## src/rtl/semb_pkg.sv

```systemverilog
package semb_pkg;

    typedef enum logic [1:0] {
        OWN_NONE  = 2'd0,
        OWN_LEFT  = 2'd1,
        OWN_RIGHT = 2'd2
    } owner_e;

    // one port's write intent aimed at one token
    typedef struct packed {
        logic take;
        logic drop;
    } wr_cmd_t;

    typedef struct packed {
        owner_e owner;
        logic   wait_l;
        logic   wait_r;
    } cell_st_t;

    localparam cell_st_t CELL_RESET = '{owner: OWN_NONE, wait_l: 1'b0, wait_r: 1'b0};

    function automatic cell_st_t cell_next(cell_st_t cur, wr_cmd_t cl, wr_cmd_t cr);
        cell_st_t nx;
        nx = cur;
        case (cur.owner)
            OWN_NONE: begin
                nx.wait_l = 1'b0;
                nx.wait_r = 1'b0;
                if (cl.take) begin
                    nx.owner  = OWN_LEFT;
                    nx.wait_r = cr.take;
                end else if (cr.take) begin
                    nx.owner = OWN_RIGHT;
                end
            end
            OWN_LEFT: begin
                nx.wait_l = 1'b0;
                if (cr.take)      nx.wait_r = 1'b1;
                else if (cr.drop) nx.wait_r = 1'b0;
                if (cl.drop) begin
                    if (nx.wait_r) begin
                        nx.owner  = OWN_RIGHT;
                        nx.wait_r = 1'b0;
                    end else begin
                        nx.owner = OWN_NONE;
                    end
                end
            end
            OWN_RIGHT: begin
                nx.wait_r = 1'b0;
                if (cl.take)      nx.wait_l = 1'b1;
                else if (cl.drop) nx.wait_l = 1'b0;
                if (cr.drop) begin
                    if (nx.wait_l) begin
                        nx.owner  = OWN_LEFT;
                        nx.wait_l = 1'b0;
                    end else begin
                        nx.owner = OWN_NONE;
                    end
                end
            end
            default: nx = CELL_RESET;
        endcase
        return nx;
    endfunction

    // 0 when the asking side holds the token, 1 otherwise
    function automatic logic side_view(owner_e o, logic is_left);
        if (is_left) return (o != OWN_LEFT);
        return (o != OWN_RIGHT);
    endfunction

endpackage

```

## src/rtl/semb_port_dec.sv

```systemverilog
module semb_port_dec
    import semb_pkg::*;
#(
    parameter int NUM_SEM = 8,
    parameter int IDX_W   = 3
) (
    input  logic                  sel,
    input  logic                  mem_en,
    input  logic                  wr,
    input  logic [IDX_W-1:0]      idx,
    input  logic                  bit0,
    output logic                  rd_en,
    output wr_cmd_t [NUM_SEM-1:0] cmds
);
    logic acc;

    always_comb begin
        acc   = sel & ~mem_en;
        rd_en = acc & ~wr;
        for (int k = 0; k < NUM_SEM; k++) begin
            cmds[k].take = acc & wr & (idx == IDX_W'(k)) & ~bit0;
            cmds[k].drop = acc & wr & (idx == IDX_W'(k)) &  bit0;
        end
    end
endmodule

```

## src/rtl/semb_cell.sv

```systemverilog
module semb_cell
    import semb_pkg::*;
(
    input  logic    clk,
    input  logic    rst,
    input  wr_cmd_t cmd_l,
    input  wr_cmd_t cmd_r,
    output logic    view_l,
    output logic    view_r
);
    cell_st_t st;

    always_ff @(posedge clk) begin
        if (rst) st <= CELL_RESET;
        else     st <= cell_next(st, cmd_l, cmd_r);
    end

    assign view_l = side_view(st.owner, 1'b1);
    assign view_r = side_view(st.owner, 1'b0);
endmodule

```

## src/rtl/semb_rd_reg.sv

```systemverilog
module semb_rd_reg #(
    parameter int NUM_SEM = 8,
    parameter int IDX_W   = 3,
    parameter int DATA_W  = 9
) (
    input  logic               clk,
    input  logic               rst,
    input  logic               rd_en,
    input  logic [IDX_W-1:0]   idx,
    input  logic [NUM_SEM-1:0] views,
    output logic [DATA_W-1:0]  rdata
);
    always_ff @(posedge clk) begin
        if (rst)        rdata <= '1;
        else if (rd_en) rdata <= {DATA_W{views[idx]}};
    end
endmodule

```

## src/rtl/semb_bank.sv

```systemverilog
module semb_bank
    import semb_pkg::*;
#(
    parameter int NUM_SEM = 8,
    parameter int ADDR_W  = 14,
    parameter int DATA_W  = 9
) (
    input  logic              clk,
    input  logic              rst,
    input  logic              sel_l,
    input  logic              mem_en_l,
    input  logic              wr_l,
    input  logic [ADDR_W-1:0] addr_l,
    input  logic [DATA_W-1:0] wdata_l,
    output logic [DATA_W-1:0] rdata_l,
    input  logic              sel_r,
    input  logic              mem_en_r,
    input  logic              wr_r,
    input  logic [ADDR_W-1:0] addr_r,
    input  logic [DATA_W-1:0] wdata_r,
    output logic [DATA_W-1:0] rdata_r
);
    localparam int IDX_W = $clog2(NUM_SEM);

    wr_cmd_t [NUM_SEM-1:0] cmds_l;
    wr_cmd_t [NUM_SEM-1:0] cmds_r;
    logic                  rd_en_l;
    logic                  rd_en_r;
    logic [NUM_SEM-1:0]    sem_view_l;
    logic [NUM_SEM-1:0]    sem_view_r;

    // address bits above the index and data bits above bit 0 carry no meaning here
    logic unused_hi;
    assign unused_hi = ^{addr_l[ADDR_W-1:IDX_W], wdata_l[DATA_W-1:1],
                         addr_r[ADDR_W-1:IDX_W], wdata_r[DATA_W-1:1]};

    semb_port_dec #(.NUM_SEM(NUM_SEM), .IDX_W(IDX_W)) dec_l_i (
        .sel(sel_l), .mem_en(mem_en_l), .wr(wr_l), .idx(addr_l[IDX_W-1:0]),
        .bit0(wdata_l[0]), .rd_en(rd_en_l), .cmds(cmds_l)
    );

    semb_port_dec #(.NUM_SEM(NUM_SEM), .IDX_W(IDX_W)) dec_r_i (
        .sel(sel_r), .mem_en(mem_en_r), .wr(wr_r), .idx(addr_r[IDX_W-1:0]),
        .bit0(wdata_r[0]), .rd_en(rd_en_r), .cmds(cmds_r)
    );

    for (genvar k = 0; k < NUM_SEM; k++) begin : g_cell
        semb_cell cell_i (
            .clk(clk), .rst(rst), .cmd_l(cmds_l[k]), .cmd_r(cmds_r[k]),
            .view_l(sem_view_l[k]), .view_r(sem_view_r[k])
        );
    end

    semb_rd_reg #(.NUM_SEM(NUM_SEM), .IDX_W(IDX_W), .DATA_W(DATA_W)) rd_l_i (
        .clk(clk), .rst(rst), .rd_en(rd_en_l), .idx(addr_l[IDX_W-1:0]),
        .views(sem_view_l), .rdata(rdata_l)
    );

    semb_rd_reg #(.NUM_SEM(NUM_SEM), .IDX_W(IDX_W), .DATA_W(DATA_W)) rd_r_i (
        .clk(clk), .rst(rst), .rd_en(rd_en_r), .idx(addr_r[IDX_W-1:0]),
        .views(sem_view_r), .rdata(rdata_r)
    );
endmodule

```

## config.mk

```make
export PLATFORM = sky130hd
export DESIGN_NAME = semb_bank
export DESIGN_NICKNAME = d
export VERILOG_FILES = /design/src/rtl/semb_pkg.sv /design/src/rtl/semb_port_dec.sv /design/src/rtl/semb_cell.sv /design/src/rtl/semb_rd_reg.sv /design/src/rtl/semb_bank.sv
export SDC_FILE = /design/constraint.sdc
export NUM_CORES = 1
export LEC_CHECK = 0
export BUFFER_PORTS_ARGS = -buffer_cell sky130_fd_sc_hd__buf_2
export CAP_MARGIN = 25
export CORE_MARGIN = 5
export CORE_UTILIZATION = 50
export DETAILED_ROUTE_END_ITERATION = 10
export GPL_TIMING_DRIVEN = 0
export PLACE_DENSITY = 0.83
export REMOVE_ABC_BUFFERS = 1
export SLEW_MARGIN = 15
export SYNTH_ARGS = -nofsm -noshare
export SYNTH_HDL_FRONTEND = slang
export SYNTH_SLANG_ARGS = --single-unit
```

## constraint.sdc

```tcl
create_clock -name clk -period 2.3 [get_ports clk]
set_input_delay 0 -clock clk [delete_from_list [all_inputs] [get_ports clk]]
set_output_delay 0 -clock clk [all_outputs]
set_load 0.03 [all_outputs]
```

* Word-level counts from Yosys, hierarchy flattened *
Cells that the tools add are included.
Widths: inputs -> output; s select.

storage, ports and cells
  bits in registers = 34
  bits of input ports = 54
  output and inout bits = 18

cells by class
  order comparisons = 2
  eq/ne operators = 70
  mux-type cells = 140
  bitwise gates (word level) = 60
  reductions and logical operators = 18

operators by type and width
  operator            number
  $pmux 4 s3          8
  $mux 1              90
  $mux 2              32
  $and 1x1->1         54
  $ne 2x2->1 const B  24
  $eq 3x3->1 const B  8
  $mux 3              8
  $ne 3x2->1 const B  8
  $reduce_and 3->1    8
  $eq 2x1->1 const B  8
  $eq 2x2->1 const B  8
  $logic_not 2->1     8
  $ne 2x1->1 const B  8
  $eq 3x2->1 const B  4
  $lt 3x4->1 const B  2
  $bmux 1 s3          2
  $eq 3x1->1 const B  2
  $logic_not 3->1     2
  $not 1->1           6

* Longest topological paths before layout *
  word-level depth = 12
  gate-level depth with buffers = 7

* Hierarchy *
Synthesis repeated with hierarchy kept, for this count alone.

unflattened totals
  cell total of the unflattened synthesis = 312
  area, all modules = 2602.5 um2

modules (own cells, without submodules)
  module         times used  cells an instance  area each (um2)
  semb_cell      8           27                 235.2
  semb_port_dec  2           29                 193.9
  semb_rd_reg    2           19                 166.4

* Least setup slack after synthesis *
No wires, ideal clock.

  path type = register to register
  from = register g_cell[6].cell_i.st[2] (netlist name)
  to = register, netlist name rd_r_i.rdata[0]
  arrival time = 1.462 ns
  data required time = 2.173 ns
  setup slack = 0.711 ns
  stages on the path, launching flop included = 7
  buffers on the path = 1
  period minus slack after synthesis = 1.589 ns
  cells stage by stage = dfxtp_1 > buf_6 > nand2b_4 > mux4_2 > nor2_1 > a2111oi_0 > or3b_1

on the way
  word-level cells in the longest chain between the ends = 3

ends and longest elaborated chain
  element                       line               source
  from (decl)                   semb_cell.sv:11    cell_st_t st;
  from (signal assigned)        semb_cell.sv:15    else st <= cell_next(st, cmd_l, cmd_r);
  $ne 2x2->1                    -
  $bmux 1 s3                    semb_rd_reg.sv:15  else if (rd_en) rdata <= {DATA_W{views[idx]}};
  $mux 1 (not written as such)  semb_rd_reg.sv:15

Every way passes these cells. The select of a mux whose other input is x is not followed.
A chain may end at the register's enable or synchronous reset.

* Worst setup path after layout *
  from = register g_cell[1].cell_i.st[2] (netlist name)
  to = register, netlist name rd_l_i.rdata[0]

on the way
  word-level cells in the longest chain between the ends = 3

ends and longest elaborated chain
  element                       line               source
  from (decl)                   semb_cell.sv:11
  from (signal assigned)        semb_cell.sv:15
  $ne 2x1->1                    semb_pkg.sv:70     if (is_left) return (o != OWN_LEFT);
  $bmux 1 s3                    semb_rd_reg.sv:15
  $mux 1 (not written as such)  semb_rd_reg.sv:15

Every way passes these cells. The select of a mux whose other input is x is not followed.

==> flow_summary.yaml <==
run_status:
  status: "complete, no violations"
die:
  io_pins: 72
  fp-row-count: 26
  core_area_um2: 5075
  die_x_um: 81.94
  die-area_um2: 6713
  start_util: 0.5099
  die_h_um: 81.94
drt:
  ant_nets: 0
  first_iter_violations: 266
  wl_per_cell_um: 15.90
  drt-vias-per-instance: 6.245
  vias: 2473
  wl_mm: 6.295
  drc: 0
  dr.pass1.iters: 5
grt:
  grt_remaining_overflow: 0
  grt_pass1_vias: 2234
  grt_pass1_wl_mm: 10.48
  grt.total_usage: 0.1996
  antenna_found_initial: 0
  grt_max_degree: 31
run:
  drv_cap: 0
synth:
  synth_seq_cells: 34
  synthFlopType: "dfxtp_1"
  synth_area_leaders: "dfxtp_1 26%, buf_4 5.8%, nand2b_1 4.6%"
  yosysUniqueCellTypes: 63
  synth-warning-count: 0
  ys_seq_area_frac: 0.2631
  netlist_area_um2: 2587
  yosysTopAreaCell: "dfxtp_1"
  synth_edf_count: 0
  async_reset_ff_frac: 0
  postSynthAreaPerCell_um2: 7.986
  yosys.area.top_type_share: 0.2631
  synthCells: 324
hold_path:
  hp-class: "in -> reg"
final_layout:
  final_area_um2: 2683
  finalNonFillerCells: 396
  final_nets: 379
  syn2layout_area_growth_pct: 3.675
  nFillCells: 498
  diodes: 0
  drive_gt1_frac: 0.1840
worst_setup_path:
  required_ns: 2.48
  path_class: "reg -> reg"
  reg2regPathDepth: 5
  start_kind: "register"
  cp-endpoint: "rd_l_i.rdata[0]"
  timing.rr.start: "g_cell[1].cell_i.st[2]"
  endpoint_kind: "register"
  crit_fanout: 9
  reg2reg_to: "rd_l_i.rdata[0]"
  cp.arrival_ns: 2.00
  crit_start: "g_cell[1].cell_i.st[2]"
  rrSetupSlack_ns: 0.48
sta:
  fin_skew_ns: 0.006334
  setup_viol: 0
  worstMarginPinSlew_ns: 0.7085
  tns_ns: 0
  finalCritPeriodShare: 0.7930
  drv_slew: 0
  min_period_ns: 1.824
  finalHoldViolations: 0
  slew_headroom: 0.5249
  rsz0062_at_grt: "false"
  clock.fmax_ghz: 0.5483
clock_network:
  cts_sinks: 34
  clk_path_buf_depth: 2
  numCtsBuffers: 5
  htreeDepth: 2
  path_clk_slew_ns: 0.07
  cts_hold_buffers: 0
  cts_tree: "built"
  cts_setup_buffers: 0
  ctsRootBufferMaster: "clkbuf_8"
  cts_resized: 0
  clk-insertion-delay-late_ns: 0.29
pwr:
  power.density_nw_per_um2: 469.0
  total_power_mw: 1.258
  vdd_drop_max_uv: 307.4
  power.leakage_nw: 0.8969
place:
  port-buffer-count: 33
  hpwl_mm: 4.443
  gp_congestion: 0.9328
  place_area_um2: 2591
  placed_cells: 388
==> kinds of logic after synthesis <==
kind of cell,count (synthesis),synth area share
simple gates,140,0.3240
compound gates,94,0.2602
buf+inv,47,0.1078
flops,34,0.2631
mux,6,0.03481
xor+xnor,3,0.01016
==> per-stage QoR <==
step / hold slack, ns / utilization / setup slack (ns)
2_1_floorplan: 0.06907 / - / -0.2300
3_3_place_gp: 0.3609 / 0.5106 / 0.4493
3_5_place_dp: 0.3816 / 0.5106 / 0.4147
4_1_cts: 0.07239 / 0.5286 / 0.4944
5_1_grt: 0.1262 / 0.5286 / 0.3952
6_report: 0.07850 / 0.5286 / 0.4762
==> layer usage <==
| metal | global-route usage | part of all wire | vias to the layer above | routed length, um |
|---|---|---|---|---|
| li1 | - | - | 1198 | - |
| met1 | 0.2537 | 0.42 | 1152 | 2657 |
| met2 | 0.3384 | 0.49 | 113 | 3099 |
| met3 | 0.03947 | 0.074 | 10 | 465 |
| met4 | 0.06146 | 0.011 | 0 | 72 |
| met5 | 0 | 0 | - | 0 |
==> state kept, by name, summed over array words and instances, names as in the netlist <==
name,flops
g_cell.cell_i.st,32
rd_l_i.rdata,1
rd_r_i.rdata,1
==> cell type report <==
type / instances / area (um^2) / area share
Inverter: 8 / 30.03 / 0.01119
Clock buffer: 7 / 86.33 / 0.03218
Multi-Input combinational cell: 243 / 1628 / 0.6068
Timing Repair Buffer: 33 / 165.2 / 0.06157
Tap cell: 70 / 87.58 / 0.03265
Sequential cell: 34 / 680.7 / 0.2537
Clock inverter: 1 / 5.005 / 0.001866
==> report_power, final <==
part / switching (mW) / leakage, nW / internal, mW
Combinational: 0.129 / 0.574 / 0.0512
Clock: 0.234 / 0.0482 / 0.242
Sequential: 0.00960 / 0.274 / 0.593
Total: 0.372 / 0.897 / 0.886
==> cell usage after synthesis, types with 3 or more instances <==
master     number
nor4_1          7
nand2_1        16
inv_1           8
and3_1          4
mux2i_1         3
nand4_1         3
a31oi_1         4
a21boi_0        3
nor3_2          5
a21oi_1        18
buf_4          20
nor3_1         17
nor3b_1         6
a21o_1          4
a211oi_1        8
a2111oi_0       5
nand2b_1       19
o21ai_0        16
o21ai_1         3
clkbuf_1        7
dfxtp_1        34
a22oi_1         4
nor2_1         31
o32a_1          3
nand3_1         7
buf_2          10
a221oi_1        4
nor2b_1         5
==> critical path, stage by stage, from the launching register on <==
cell and delay (ns):
dfxtp_1 0.50, nand2b_1 0.19, mux4_2 0.50, nor2_1 0.09, a2111oi_0 0.06, or3b_1 0.37
==> cells in the final DEF (no fill, tap or decap), types with 3 or more instances in the layout <==
cell type | netlist | layout
nand3_1 | 7 | 7
nor3b_1 | 6 | 6
nand4_1 | 3 | 3
a21oi_1 | 18 | 18
and3_1 | 4 | 4
nor3_2 | 5 | 5
dfxtp_1 | 34 | 34
a2111oi_0 | 5 | 5
a21o_1 | 4 | 4
a221oi_1 | 4 | 4
o32a_1 | 3 | 3
mux2i_1 | 3 | 3
a211oi_1 | 8 | 8
clkbuf_8 | 0 | 6
a31oi_1 | 4 | 4
nor3_1 | 17 | 17
o21ai_1 | 3 | 3
nor2_1 | 31 | 31
a22oi_1 | 4 | 4
buf_2 | 10 | 33
nor4_1 | 7 | 7
nand2b_1 | 19 | 19
nand2_1 | 16 | 16
o21ai_0 | 16 | 16
a21boi_0 | 3 | 3
inv_1 | 8 | 8
nor2b_1 | 5 | 5
==> worst min-delay path by stage <==
stage / start / to / slack (ns) / cells after the start
final: wr_l / rd_l_i.rdata[0] / 0.08 / 3
after global routing: wr_l / rd_l_i.rdata[0] / 0.13 / 3
after CTS: wr_l / rd_l_i.rdata[0] / 0.07 / 3
after detailed placement: wr_l / rd_l_i.rdata[0] / 0.38 / 3
after global placement: wr_l / rd_l_i.rdata[0] / 0.36 / 3
after floorplan: rst / g_cell[6].cell_i.st[2] / 0.07 / 1
Note: power is estimated with default switching activity, not from simulation.
